File: src/rtl/lsb_pkg.sv
// Shared class encodings and latency lookups for the latency scoreboard.
// Assumes 4-bit class codes. Every latency fits LAT_W bits, and for each
// producer the maximum latency is at least every pair latency.
package lsb_pkg;
    localparam int CLS_W = 4;
    localparam int LAT_W = 4;

    localparam logic [CLS_W-1:0] CLS_ALU   = 4'd0;
    localparam logic [CLS_W-1:0] CLS_SHREC = 4'd1;
    localparam logic [CLS_W-1:0] CLS_MUL   = 4'd2;
    localparam logic [CLS_W-1:0] CLS_DIV   = 4'd3;
    localparam logic [CLS_W-1:0] CLS_MMA   = 4'd4;
    localparam logic [CLS_W-1:0] CLS_LDD   = 4'd5;
    localparam logic [CLS_W-1:0] CLS_LDS   = 4'd6;
    localparam logic [CLS_W-1:0] CLS_STU   = 4'd7;
    localparam logic [CLS_W-1:0] CLS_CRL   = 4'd8;

    // Default latency of a producer class
    function automatic logic [LAT_W-1:0] base_lat(input logic [CLS_W-1:0] p);
        case (p)
            CLS_ALU:   base_lat = 4'd2;
            CLS_SHREC: base_lat = 4'd3;
            CLS_MUL:   base_lat = 4'd5;
            CLS_DIV:   base_lat = 4'd12;
            CLS_MMA:   base_lat = 4'd9;
            CLS_LDD:   base_lat = 4'd4;
            CLS_LDS:   base_lat = 4'd7;
            CLS_STU:   base_lat = 4'd2;
            CLS_CRL:   base_lat = 4'd2;
            default:   base_lat = 4'd2;
        endcase
    endfunction

    // Required latency for a producer/consumer pair, with overrides
    function automatic logic [LAT_W-1:0] pair_lat(input logic [CLS_W-1:0] p,
                                                 input logic cr,
                                                 input logic [CLS_W-1:0] c);
        pair_lat = base_lat(p);
        if (c == CLS_CRL) begin
            if (p == CLS_ALU)            pair_lat = 4'd4;
            else if (p == CLS_SHREC)     pair_lat = 4'd5;
            else if (p == CLS_MUL && cr) pair_lat = 4'd7;
            else if (p == CLS_DIV && cr) pair_lat = 4'd14;
        end
        if (p == CLS_MUL && c == CLS_MUL) pair_lat = 4'd4;
        if (p == CLS_MMA && c == CLS_MMA) pair_lat = 4'd4;
    endfunction

    // Longest latency any consumer can need from this producer
    function automatic logic [LAT_W-1:0] max_lat(input logic [CLS_W-1:0] p,
                                                input logic cr);
        case (p)
            CLS_ALU:   max_lat = 4'd4;
            CLS_SHREC: max_lat = 4'd5;
            CLS_MUL:   max_lat = cr ? 4'd7 : 4'd5;
            CLS_DIV:   max_lat = cr ? 4'd14 : 4'd12;
            default:   max_lat = base_lat(p);
        endcase
    endfunction
endpackage

File: src/rtl/lsb_entry.sv
// One register's scoreboard entry: producer class, record flag and a
// down-counter loaded with (longest latency - 1) on write.
// Assumes the counter saturating at zero means "ready for everybody".
module lsb_entry
    import lsb_pkg::*;
(
    input  logic             clk,
    input  logic             rst_n,
    input  logic             wr_en,
    input  logic [CLS_W-1:0] wr_cls,
    input  logic             wr_cr,
    output logic [LAT_W-1:0] cnt,
    output logic [CLS_W-1:0] cls,
    output logic             cr
);
    // Load on write, otherwise count down to zero
    always_ff @(posedge clk) begin
        if (!rst_n) begin
            cnt <= '0;
            cls <= CLS_ALU;
            cr  <= 1'b0;
        end else if (wr_en) begin
            cnt <= max_lat(wr_cls, wr_cr) - 4'd1;
            cls <= wr_cls;
            cr  <= wr_cr;
        end else if (cnt != '0) begin
            cnt <= cnt - 4'd1;
        end
    end
endmodule

File: src/rtl/lsb_src_check.sv
// Readiness of one candidate source. It selects the entry, derives the
// counter threshold from the pair latency and blocks a same-cycle write.
// Assumes NUM_REGS entries indexed by REG_W-bit register numbers.
module lsb_src_check
    import lsb_pkg::*;
#(
    parameter int NUM_REGS = 32,
    parameter int REG_W    = $clog2(NUM_REGS)
) (
    input  logic [NUM_REGS-1:0][LAT_W-1:0] ent_cnt,
    input  logic [NUM_REGS-1:0][CLS_W-1:0] ent_cls,
    input  logic [NUM_REGS-1:0]            ent_cr,
    input  logic                           src_vld,
    input  logic [REG_W-1:0]               src,
    input  logic [CLS_W-1:0]               cons_cls,
    input  logic                           iss_vld,
    input  logic [REG_W-1:0]               iss_dst,
    output logic                           rdy
);
    logic [LAT_W-1:0] sel_cnt;
    logic [CLS_W-1:0] sel_cls;
    logic             sel_cr;
    logic [LAT_W-1:0] thresh;

    // Pick the entry named by this source
    always_comb begin
        sel_cnt = ent_cnt[src];
        sel_cls = ent_cls[src];
        sel_cr  = ent_cr[src];
    end

    // Elapsed >= required  <=>  counter <= max - required
    always_comb begin
        thresh = max_lat(sel_cls, sel_cr) - pair_lat(sel_cls, sel_cr, cons_cls);
        if (!src_vld)
            rdy = 1'b1;
        else if (iss_vld && iss_dst == src)
            rdy = 1'b0;
        else
            rdy = (sel_cnt <= thresh);
    end
endmodule

File: src/rtl/lat_scoreboard.sv
// Top of the class-based latency scoreboard. It holds one entry per
// architectural register and one readiness checker per candidate source,
// and ANDs the per-source answers. Assumes at most one producer per cycle.
module lat_scoreboard
    import lsb_pkg::*;
#(
    parameter int NUM_REGS = 32,
    parameter int NSRC     = 3,
    parameter int REG_W    = $clog2(NUM_REGS)
) (
    input  logic                  clk,
    input  logic                  rst_n,
    input  logic                  iss_vld,
    input  logic [CLS_W-1:0]      iss_cls,
    input  logic [REG_W-1:0]      iss_dst,
    input  logic                  iss_cr,
    input  logic [CLS_W-1:0]      chk_cls,
    input  logic [NSRC-1:0]       chk_src_vld,
    input  logic [NSRC*REG_W-1:0] chk_src,
    output logic [NSRC-1:0]       chk_src_rdy,
    output logic                  chk_ready
);
    logic [NUM_REGS-1:0][LAT_W-1:0] ent_cnt;
    logic [NUM_REGS-1:0][CLS_W-1:0] ent_cls;
    logic [NUM_REGS-1:0]            ent_cr;

    // One entry per register
    for (genvar g = 0; g < NUM_REGS; g++) begin : g_ent
        lsb_entry u_ent (
            .clk    (clk),
            .rst_n  (rst_n),
            .wr_en  (iss_vld && iss_dst == REG_W'(g)),
            .wr_cls (iss_cls),
            .wr_cr  (iss_cr),
            .cnt    (ent_cnt[g]),
            .cls    (ent_cls[g]),
            .cr     (ent_cr[g])
        );
    end

    // One readiness checker per candidate source
    for (genvar s = 0; s < NSRC; s++) begin : g_src
        lsb_src_check #(.NUM_REGS(NUM_REGS), .REG_W(REG_W)) u_chk (
            .ent_cnt  (ent_cnt),
            .ent_cls  (ent_cls),
            .ent_cr   (ent_cr),
            .src_vld  (chk_src_vld[s]),
            .src      (chk_src[s*REG_W +: REG_W]),
            .cons_cls (chk_cls),
            .iss_vld  (iss_vld),
            .iss_dst  (iss_dst),
            .rdy      (chk_src_rdy[s])
        );
    end

    // Candidate issues only when all sources agree
    always_comb chk_ready = &chk_src_rdy;
endmodule

File: config.mk
export PLATFORM = sky130hd
export DESIGN_NAME = lat_scoreboard
export DESIGN_NICKNAME = d
export VERILOG_FILES = /design/src/rtl/lsb_pkg.sv /design/src/rtl/lsb_entry.sv /design/src/rtl/lsb_src_check.sv /design/src/rtl/lat_scoreboard.sv
export SDC_FILE = /design/constraint.sdc
export NUM_CORES = 1
export LEC_CHECK = 0
export BUFFER_PORTS_ARGS = -buffer_cell sky130_fd_sc_hd__clkbuf_2
export CORE_ASPECT_RATIO = 0.9
export CORE_MARGIN = 5
export CORE_UTILIZATION = 30
export CTS_CLUSTER_SIZE = 16
export DETAILED_ROUTE_END_ITERATION = 6
export PLACE_DENSITY = 0.54
export SYNTH_ARGS = -nofsm -noshare
export SYNTH_HDL_FRONTEND = slang
export SYNTH_SLANG_ARGS = --single-unit
File: constraint.sdc
create_clock -name clk -period 7.6 [get_ports clk]
set_input_delay 1.52 -clock clk [delete_from_list [all_inputs] [get_ports clk]]
set_output_delay 1.52 -clock clk [all_outputs]
set_load 0.01 [all_outputs]
======== After elaboration in Yosys (flattened, before gate mapping) ========
Memories as Yosys holds them, arrays and structs flattened.
Cells that the tools add are included.
storage, ports and cells
  bits in read-only memories .............. 2432
  memories kept ........................... 38
  bits in registers ....................... 288
  logic and storage cells ................. 592
  output and inout bits ................... 4
  bits of input ports ..................... 35
memories
  memory            depth  bits a word  read ports  clocked after Yosys merged registers in  wr ports  RTL line       RTL
  (name not given)  16     4            1           0                                        0         lsb_pkg.sv:20  case (p)
  (name not given)  16     4            1           0                                        0         lsb_pkg.sv:20
  (name not given)  16     4            1           0                                        0         lsb_pkg.sv:20
  (name not given)  16     4            1           0                                        0         lsb_pkg.sv:20
  (name not given)  16     4            1           0                                        0         lsb_pkg.sv:20
  (name not given)  16     4            1           0                                        0         lsb_pkg.sv:20
  32 more memories  n/a    n/a          n/a         n/a                                      n/a       n/a
operators by class
  magnitude comparators ................... 6
  mux-type cells .......................... 216
  reduce and logical (&&, ||, !) cells .... 117
  add/sub/neg operators ................... 67
  eq/ne operators ......................... 52
operators by type and width
  cell                                                        count
  two-way mux 4 bit                                           155
  one-hot mux 4 bit (4 select lines)                          35
  subtractor 4 x 1 -> 4 bit, second input constant            64
  nonzero test 4 bit                                          32
  binary-select mux 4 bit (select 5 bit)                      6
  == test 5 bit, second input constant                        16
  nonzero test 2 bit                                          32
  logical AND 1 bit                                           47
  == test 5 x 4 -> 1 bit, second input constant               8
  == test 4 x 2 -> 1 bit, second input constant               9
  == test 5 x 3 -> 1 bit, second input constant               4
  less-than comparator 5 x 6 -> 1 bit, second input constant  3
  == test 4 x 1 -> 1 bit, second input constant               4
  == test 4 x 3 -> 1 bit, second input constant               4
  logical NOT 4 bit                                           4
  two-way mux 2 bit                                           8
  binary-select mux 1 bit (select 5 bit)                      3
  == test 5 bit                                               3
  <= comparator 4 bit                                         3
  subtractor 4 bit                                            3
  == test 5 x 2 -> 1 bit, second input constant               2
  two-way mux 1 bit                                           9
  == test 5 x 1 -> 1 bit, second input constant               1
  logical NOT 5 bit                                           1
  other kinds (2)                                             2

======== Logic depth before layout (Yosys ltp) ========
Gate-level depths: netlist of run 1.
  depth after elaboration ................. 16
  mapped depth ............................ 27
  depth with buffers taken out ............ 21

======== Hierarchy ========
A second synthesis of run 1 with hierarchy kept.
second synthesis, totals
  cell total of the unflattened synthesis .. 2591
  area, all modules ....................... 27012.2 µm²
by module, submodules not included
  module                           seq. area each (µm²)  cells each  times used  area each (µm²)
  lsb_entry at g_ent[0].u_ent ...  180.2                 58          29          569.3
  lsb_src_check                    0.0                   228         3           2866.5
  lsb_entry at g_ent[7].u_ent ...  180.2                 59          3           554.3
  lat_scoreboard                   0.0                   48          1           240.2

======== Least setup slack after synthesis of run 1 ========
OpenSTA, ideal clock, no wires.
  path kind ............................... input port to output port
  from .................................... input chk_src[1]
  to ...................................... output chk_ready
  required time ........................... 6.080 ns
  arrival time ............................ 6.435 ns
  slack ................................... -0.355 ns
  cell stages on the path ................. 21
  cell sequence ........................... buf_4 buf_2 buf_2 mux4_2 mux4_2 mux2i_1 inv_1 ha_1 buf_1 nor4_1 nor2_1 a21boi_0 ha_1 a21o_1 a21oi_1 and3b_1 a211oi_1 ha_1 a21oi_1 o21ai_0 a222oi_1
between the ends
  longest elaborated chain between the ends .. 16
  elaborated cells between the ends (all ways) .. 34
  those cells by class .................... add/sub: 1; order compare: 1; eq/ne: 5; mux: 18; reduce/logical: 7; memory: 2
ends and longest elaborated chain
  item                                                          RTL line              RTL
  start: declaration                                            lat_scoreboard.sv:19  input logic [NSRC*REG_W-1:0] chk_src,
  branches (longest 13 deep; another with memory (16 x 4 bit))  n/a
  two-way mux 1 bit (*)                                         lsb_src_check.sv:37   else if (iss_vld && iss_dst == src)
  two-way mux 1 bit (*)                                         lsb_src_check.sv:35   if (!src_vld)
  AND reduction 3 bit (*)                                       lat_scoreboard.sv:57  always_comb chk_ready = &chk_src_rdy;
  end: declaration                                              lat_scoreboard.sv:21  output logic chk_ready
Mark *: on every way between the ends. The select of a mux whose other input is x is not followed.

======== Worst setup path in the final report of run 1 ========
Ends and elaborated chain as after synthesis.

==> key figures, run 1 <==
Routing
  • Drt pass-1 iters: 5
  • Via density: 5.761
  • Drt drc: 0
  • Avg WL per Cell: 24.18 microns
  • Iter 0 DRT Violations: 2036
  • Post-route ant nets: 0
  • Vias: 19.78k
  • Total Wirelength: 83020 microns

Clock network
  • CTS clock-pin slew for the worst setup and hold paths: 0.06 ns
  • CTS sink cnt: 288
  • H-Tree Depth: 2
  • Hold buffers post-CTS: 0
  • CTS buffer count: 37
  • CTS root buf: clkbuf_16
  • CTS tree: yes
  • Max clock buf depth: 3
  • Clock insertion delay at the later pin of the skew report: 0.56 ns

Floorplanning
  • DIE AREA: 80850 sq um
  • Core Rows: 95
  • Die Height: 270.3 microns
  • Die width: 299.2 microns
  • I/O pin count: 39
  • Core Area: 74650 sq um
  • Initial core utilization: 0.3024

Timing
  • Tcrit/Tclk final: 0.9847
  • Post-layout min period: 7.484 ns
  • RSZ-0062 raised after global routing: yes
  • Final setup vio count: 0
  • Hold Vio Cnt, Final: 0
  • Max Freq: 0.1336 GHz
  • Worst slew pin tran: 1.313 ns
  • Post-Route Skew: 0.007450 ns
  • Slew HR: 0.1249
  • Max Slew Vio Count: 0
  • Setup TNS: 0 ns

Cells and area
  • Post-route cell area: 26930 sq um
  • Area Overhead vs Synth: 19.28%
  • Share of layout cells above drive strength 1: 0.2859
  • Final Core Density: 0.3608
  • Fillers: 7344
  • Nets: 2579

Power and ir drop
  • Peak VDD IR: 0.0001274 V
  • Net Switching: 2.822 mW
  • Comb pwr share: 0.449
  • Lkg Pwr: 10.03 nW
  • Sw Share: 0.3854
  • Int Pwr: 4.501 mW
  • Cell area power density: 272.0 nW/um^2
  • Clk network pwr share: 0.236
  • Reg power frac: 0.315

Worst setup path
  • Setup crit start kind: input port
  • Crit Path Class: input port to output pin
  • Buffers plus inverters on the worst setup path: 6
  • Crit-path cells: buf_12 -> buf_12 -> mux4_2 -> mux4_2 -> mux2i_4 -> buf_12 -> nand3_2 -> or3_1 -> a22oi_2 -> ha_2 -> inv_2 -> fa_1 -> inv_2 -> ha_4 -> nor2b_2 -> o21ai_1 -> nand2b_1 -> a21oi_2 -> o21ai_2 -> a222oi_1 -> buf_2
  • Crit path DAT: 5.96 ns
  • Crit path launch: chk_src[1]
  • Worst path max stage delay: 0.56 ns
  • Crit path max fanout: 7
  • CP top delay family: multiplexers
  • WP data required: 6.08 ns
  • CP max-delay cell: mux4_2
  • Path depth of the worst reg2reg path: 7
  • Reg-to-reg slack, setup: 5.84 ns
  • Reg2reg end: g_ent[1].u_ent.cnt[1]
  • CP endpoint kind: output pin
  • Worst r2r src: g_ent[1].u_ent.cnt[0]
  • Most frequent CP cell: buf_12

Logic synthesis
  • Synth Net Count: 2478
  • Synth async-reset ratio: 0
  • Yosys top cell by area: mux4_2
  • FF+latch count, synth: 288
  • Area share of the largest cell type after synthesis: 0.2564
  • Sequential area share after synthesis: 0.2554
  • Synthesized cell area: 22580 sq um
  • Synth area leaders: mux4_2, dfxtp_1, nand2_1, ha_1, a21boi_0
  • Ys Warns: 0
  • Predominant post-synthesis flop cell: dfxtp_1
  • EDFF count, synth: 0
  • Post-synthesis cell count: 2338
  • Netlist cell types: 61
  • Mapped Avg Cell Area: 9.656 sq um

Status
  • Status: finished, final reports clean

Min path
  • Min-Delay Path Class: register to register
  • HP Start: g_ent[7].u_ent.cls[2]
  • Worst hold stages: 2
  • Hold EP: g_ent[7].u_ent.cls[2]

Place
  • Post-DP Area: 24780 sq um
  • DP HPWL: 59210 microns
  • PortBufs: 38
  • Final Wtd Congestion: 1.000

Global route
  • Global-route usage over all layers: 0.1981
  • First-pass GRT wire length: 123300 microns
  • Initial antenna violation count: 1
  • Vias in the first global route: 19.02k
  • Total global routing overflow: 0
  • Largest net degree at the start of global routing: 113

Run
  • Max cap viols: 0
-- cells by family (layout without fill, tap and decap cells) --
logic type,Yosys count,count (layout),share of synthesized area
other cells,0,1,0
fa+ha+maj,105,105,0.05919
buf+inv,282,406,0.05337
simple gates,845,845,0.1753
mux,328,328,0.2965
flops,288,288,0.2554
xor+xnor,86,86,0.03336
compound gates,404,404,0.1269
-- cell usage in the layout, fill, tap and decap left out, types with 7 or more instances in the layout --
cell type    n
dfxtp_1    288
and2_1      31
nor3_1      54
mux2i_1     35
o211a_1     16
or3_1       34
buf_12      21
a21oi_1     47
mux4_2     260
and3_1      17
ha_2        11
nor3b_1     32
clkbuf_16   41
a211o_1     18
nor2b_1     46
o21ai_1      7
a21boi_0   155
xor2_1      13
xnor2_1     70
nand2_1    340
ha_4         7
buf_4      187
nand2b_1     9
ha_1        84
nor2_1     135
a221o_1     15
inv_1       74
a21o_1       8
a21oi_2      8
mux2i_4      7
nand3_1     94
buf_6       14
o21a_1      35
inv_2        9
o21ai_0     52
clkbuf_2    27
mux2_2      17
-- what timing repair did --
| action | 4_1_cts | 5_1_grt |
|---|---|---|
| gates resized for setup | 63 | 93 |
| cloned | 3 | 3 |
| pin swaps | 10 | 34 |
| buffers inserted | 15 | 18 |
| endpoints found under the setup margin | 4 | 4 |
-- how the worst max path moves through the flow --
stage                endpoint  slack, ns  cells after the start
floorplan           chk_ready       0.01                     21
global placement    chk_ready      -0.37                     20
detailed placement  chk_ready      -0.31                     20
CTS                 chk_ready      0.004                     21
global route        chk_ready      -0.09                     25
finish              chk_ready       0.12                     21
-- sequential cells by signal, indices dropped and copies added (netlist names) --
signal	flops
g_ent.u_ent.cls	128
g_ent.u_ent.cnt	128
g_ent.u_ent.cr	32
-- worst register-to-register path: stages (launching register included) --
cell and delay (ns):
dfxtp_1 0.39, inv_1 0.12, ha_1 0.18, nor3b_1 0.47, o21ai_0 0.15, nand2_1 0.08
o21ai_0 0.08, and2_1 0.19
-- stage by stage --
step           hold WS [ns]  total power [mW]  cells  setup WS [ns]
6_report             0.4911             7.324   3433         0.1161
3_5_place_dp         0.4820             5.472   3335        -0.3108
2_1_floorplan        0.4570             4.577   2338        0.01272
5_1_grt              0.5158             7.805   3433       -0.08628
4_1_cts              0.4899             7.247   3414       0.004014
3_3_place_gp         0.4741             5.318   3335        -0.3727
-- layer usage --
metal  global-route usage  vias to the layer above  wire length (microns)
li1                     -                     8772                      -
met2               0.3026                      953                  36550
met5                    0                        -                      0
met3              0.03657                      146                   7568
met4              0.06251                        0                   2865
met1               0.2848                     9908                  36040
-- cell type report --
type / instances / area, sq um / share of cell area
timing repair buffer: 261 / 2407 / 0.08939
clock inverter: 13 / 121.4 / 0.004507
tap: 970 / 1214 / 0.04507
inverter: 83 / 311.5 / 0.01157
sequential: 288 / 5766 / 0.2141
multi-input combinational: 1768 / 16080 / 0.5970
clock buffer: 49 / 1031 / 0.03828
antenna: 1 / 2.502 / 0.00009292
-- Yosys cell counts (all sizes together), types with 63 or more instances --
library cell,count
clkbuf,133
buf,66
nand2,345
inv,83
ha,102
nand3,98
nor2,141
o21ai,63
a21boi,159
xnor2,70
dfxtp,288
mux4,264
-- power by group through the flow --
stage / Sequential (mW) / Combinational (mW) / Clock, mW
final: 2.31 / 3.29 / 1.73
after global routing: 2.35 / 3.64 / 1.81
after CTS: 2.29 / 3.21 / 1.75
after detailed placement: 2.32 / 3.15 / 0
after global placement: 2.28 / 3.04 / 0
after floorplan: 2.09 / 2.48 / 0
Note: power is estimated with default switching activity, not from simulation.
==> inputs of run 2 (changes only) <==
--- a/config.mk
+++ b/config.mk
@@ -5,13 +5,13 @@
 export SDC_FILE = /design/constraint.sdc
 export NUM_CORES = 1
 export LEC_CHECK = 0
-export BUFFER_PORTS_ARGS = -buffer_cell sky130_fd_sc_hd__clkbuf_2
 export CORE_ASPECT_RATIO = 0.9
 export CORE_MARGIN = 5
 export CORE_UTILIZATION = 30
 export CTS_CLUSTER_SIZE = 16
 export DETAILED_ROUTE_END_ITERATION = 6
-export PLACE_DENSITY = 0.54
+export DONT_BUFFER_PORTS = 1
+export PLACE_DENSITY = 0.53
 export SYNTH_ARGS = -nofsm -noshare
 export SYNTH_HDL_FRONTEND = slang
 export SYNTH_SLANG_ARGS = --single-unit
==> run 2 against run 1 <==
  * Flip-flop and latch count stayed put
  * Non-clock buffer count shrank 221
  * Sequential power about the same
  * Critical endpoint unchanged
==> key figures, run 2 (synthesized netlist as in run 1, its figures left out) <==
Cells and area
  • Fillers: 7513 (was 7344)
  • Antenna Cells: 0 (was 1)
  • Most frequent cells in the layout: nand2_1, dfxtp_1, mux4_2, a21boi_0, nor2_1 (was nand2_1, dfxtp_1, mux4_2, buf_4, a21boi_0)
  • Share of layout cells above drive strength 1: 0.1891 (was 0.2859)
  • Final Core Density: 0.3300 (was 0.3608)
  • Post-route cell area: 24640 sq um (was 26930 sq um)
  • Nets: 2357 (was 2579)
  • Area Overhead vs Synth: 9.122% (was 19.28%)
  • Most common cell after layout, fill and taps aside: nand2_1 (unchanged)
  • Biggest regs: g_ent.u_ent.cls x128, g_ent.u_ent.cnt x128, g_ent.u_ent.cr x32 (unchanged)

Worst setup path
  • CP endpoint kind: output pin (unchanged)
  • Crit Path Class: input port to output pin (unchanged)
  • Crit path max fanout: 54 (was 7)
  • WP data required: 6.08 ns (about the same)
  • Crit path DAT: 5.91 ns (was 5.96 ns)
  • Setup crit start kind: input port (unchanged)

Timing
  • Max Slew Vio Count: 0 (unchanged)
  • Slew HR: 0.1702 (was 0.1249)
  • Worst slew pin tran: 1.240 ns (was 1.313 ns)
  • Post-Route Skew: 0.01083 ns (was 0.007450 ns)
  • Final setup vio count: 0 (unchanged)
  • Hold Vio Cnt, Final: 0 (unchanged)
  • Tcrit/Tclk final: 0.9774 (was 0.9847)
  • Max Freq: 0.1346 GHz (was 0.1336 GHz)
  • RSZ-0062 raised after global routing: no (was yes)
  • Post-layout min period: 7.429 ns (was 7.484 ns)
  • Hold slack final: 0.4924 ns (was 0.4911 ns)

Floorplanning
  • DIE AREA: 80850 sq um (unchanged)
  • I/O pin count: 39 (unchanged)
  • Die width: 299.2 microns (unchanged)
  • Die Height: 270.3 microns (unchanged)
  • Initial core utilization: 0.3024 (unchanged)
  • Core Area: 74650 sq um (unchanged)
  • Core Rows: 95 (unchanged)

Global route
  • Met1 Use GR: 0.2603 (was 0.2848)
  • Grt met3 use: 0.07089 (was 0.03657)
  • Global-route usage over all layers: 0.1885 (was 0.1981)
  • GR Util met2: 0.2722 (was 0.3026)
  • Vias in the first global route: 18.01k (was 19.02k)
  • Initial antenna violation count: 0 (was 1)
  • GRT busiest layer: met2 (unchanged)
  • First-pass GRT wire length: 117100 microns (was 123300 microns)
  • Total global routing overflow: 0 (unchanged)
  • Largest net degree at the start of global routing: 289 (was 113)

Clock network
  • CTS tree: yes (unchanged)
  • CTS sink cnt: 288 (unchanged)
  • CTS root buf: clkbuf_16 (unchanged)
  • CTS buffer count: 36 (was 37)
  • Clock insertion delay at the later pin of the skew report: 0.56 ns (about the same)
  • Max clock buf depth: 3 (unchanged)
  • CTS clock-pin slew for the worst setup and hold paths: 0.06 ns (about the same)
  • H-Tree Depth: 2 (unchanged)

Routing
  • Post-route ant nets: 0 (unchanged)
  • Iter 0 DRT Violations: 2039 (was 2036)
  • Drt drc: 0 (unchanged)
  • Vias: 18.83k (was 19.78k)
  • Total Wirelength: 79080 microns (was 83020 microns)
  • Via density: 5.864 (was 5.761)
  • Drt pass-1 iters: 5 (unchanged)
  • Avg WL per Cell: 24.62 microns (was 24.18 microns)

Power and ir drop
  • Net Switching: 2.599 mW (was 2.822 mW)
  • Int Pwr: 4.458 mW (was 4.501 mW)
  • Sw Share: 0.3682 (was 0.3854)
  • Cell area power density: 286.4 nW/um^2 (was 272.0 nW/um^2)
  • Lkg Pwr: 8.820 nW (was 10.03 nW)
  • Clk network pwr share: 0.252 (was 0.236)
  • Reg power frac: 0.322 (was 0.315)
  • Comb pwr share: 0.426 (was 0.449)
  • Peak VDD IR: 0.0001421 V (was 0.0001274 V)

Status
  • Status: finished, final reports clean (unchanged)

Place
  • DP HPWL: 53740 microns (was 59210 microns)
  • Final Wtd Congestion: 0.8882 (was 1.000)
  • Post-DP Area: 23230 sq um (was 24780 sq um)
  • PortBufs: 0 (was 38)

Run
  • Max cap viols: 0 (unchanged)

Min path
  • Min-Delay Path Class: register to register (unchanged)
## run 2: cell count changes in the layout (fill, tap and decap cells not counted), sizes merged
cell / before / now
buf: 229 / 40
bufbuf: 1 / 0
bufinv: 1 / 2
clkbuf: 80 / 56
clkinv: 7 / 5
clkinvlp: 2 / 0
diode: 1 / 0
inv: 86 / 83
## run 2: cell type report
class / instances / area [sq um] / area share
Multi-Input combinational cell: 1768 / 15820 / 0.6420
Sequential cell: 288 / 5766 / 0.2340
Tap cell: 970 / 1214 / 0.04926
Clock buffer: 56 / 1109 / 0.04500
Timing Repair Buffer: 40 / 325.3 / 0.01320
Inverter: 83 / 311.5 / 0.01265
Clock inverter: 7 / 96.34 / 0.003911
## run 2: per-stage QoR
step	setup WS (ns)	TNS (ns)	power, mW	instances
global route	0.002605	0	7.525	3212
detailed placement	-0.07448	-0.07448	5.229	3142
finish	0.1715	0	7.057	3212
floorplan	0.01272	0	4.577	2338
global placement	0.02038	0	5.088	3142
CTS	0.03929	0	7.032	3205
## run 2: routing by layer
metal	part of all wire	routed length [microns]	vias up
met3	0.12	9801	122
met4	0.035	2731	0
met5	0	0	-
met1	0.42	33230	9481
li1	-	-	8295
met2	0.42	33320	936
## run 2: timing repair
| item | 4_1_cts | 5_1_grt |
|---|---|---|
| setup buffers | 0 | 7 |
| pin swaps | 0 | 4 |
| hold buffers | 0 | 0 |
| setup endpoints to repair | 1 | 4 |
| gates resized for setup | 1 | 31 |
## run 2: power by group through the flow
stage	registers, mW	clock network, mW	logic, mW
3_5_place_dp	2.29	0	2.94
4_1_cts	2.26	1.81	2.97
2_1_floorplan	2.09	0	2.48
5_1_grt	2.32	1.87	3.34
6_report	2.28	1.78	3.01
3_3_place_gp	2.26	0	2.83
## run 2: path summary, 6_finish.rpt
| kind | start | endpoint | slack [ns] | cells after the start |
|---|---|---|---|---|
| hold / removal | g_ent[27].u_ent.cls[3] | g_ent[27].u_ent.cls[3] | 0.49 | 2 |
| setup reg to reg | g_ent[13].u_ent.cnt[0] | g_ent[13].u_ent.cnt[1] | 5.83 | 7 |
| hold reg to reg | g_ent[27].u_ent.cls[3] | g_ent[27].u_ent.cls[3] | 0.49 | 2 |
| setup / recovery | chk_src[5] | chk_ready | 0.17 | 18 |
## run 2: critical path: stages
cell and delay [ns]:
mux4_2 0.51, mux4_2 0.51, mux2i_4 0.17, inv_1 0.11, ha_1 0.27, nor4_2 0.33, o211ai_1 0.12, a21boi_2 0.18
ha_1 0.31, a21o_1 0.19, a21oi_1 0.21, and3b_1 0.21, a211oi_2 0.21, ha_1 0.27, a21oi_1 0.17, o21ai_2 0.10
a222oi_1 0.28, buf_4 0.18
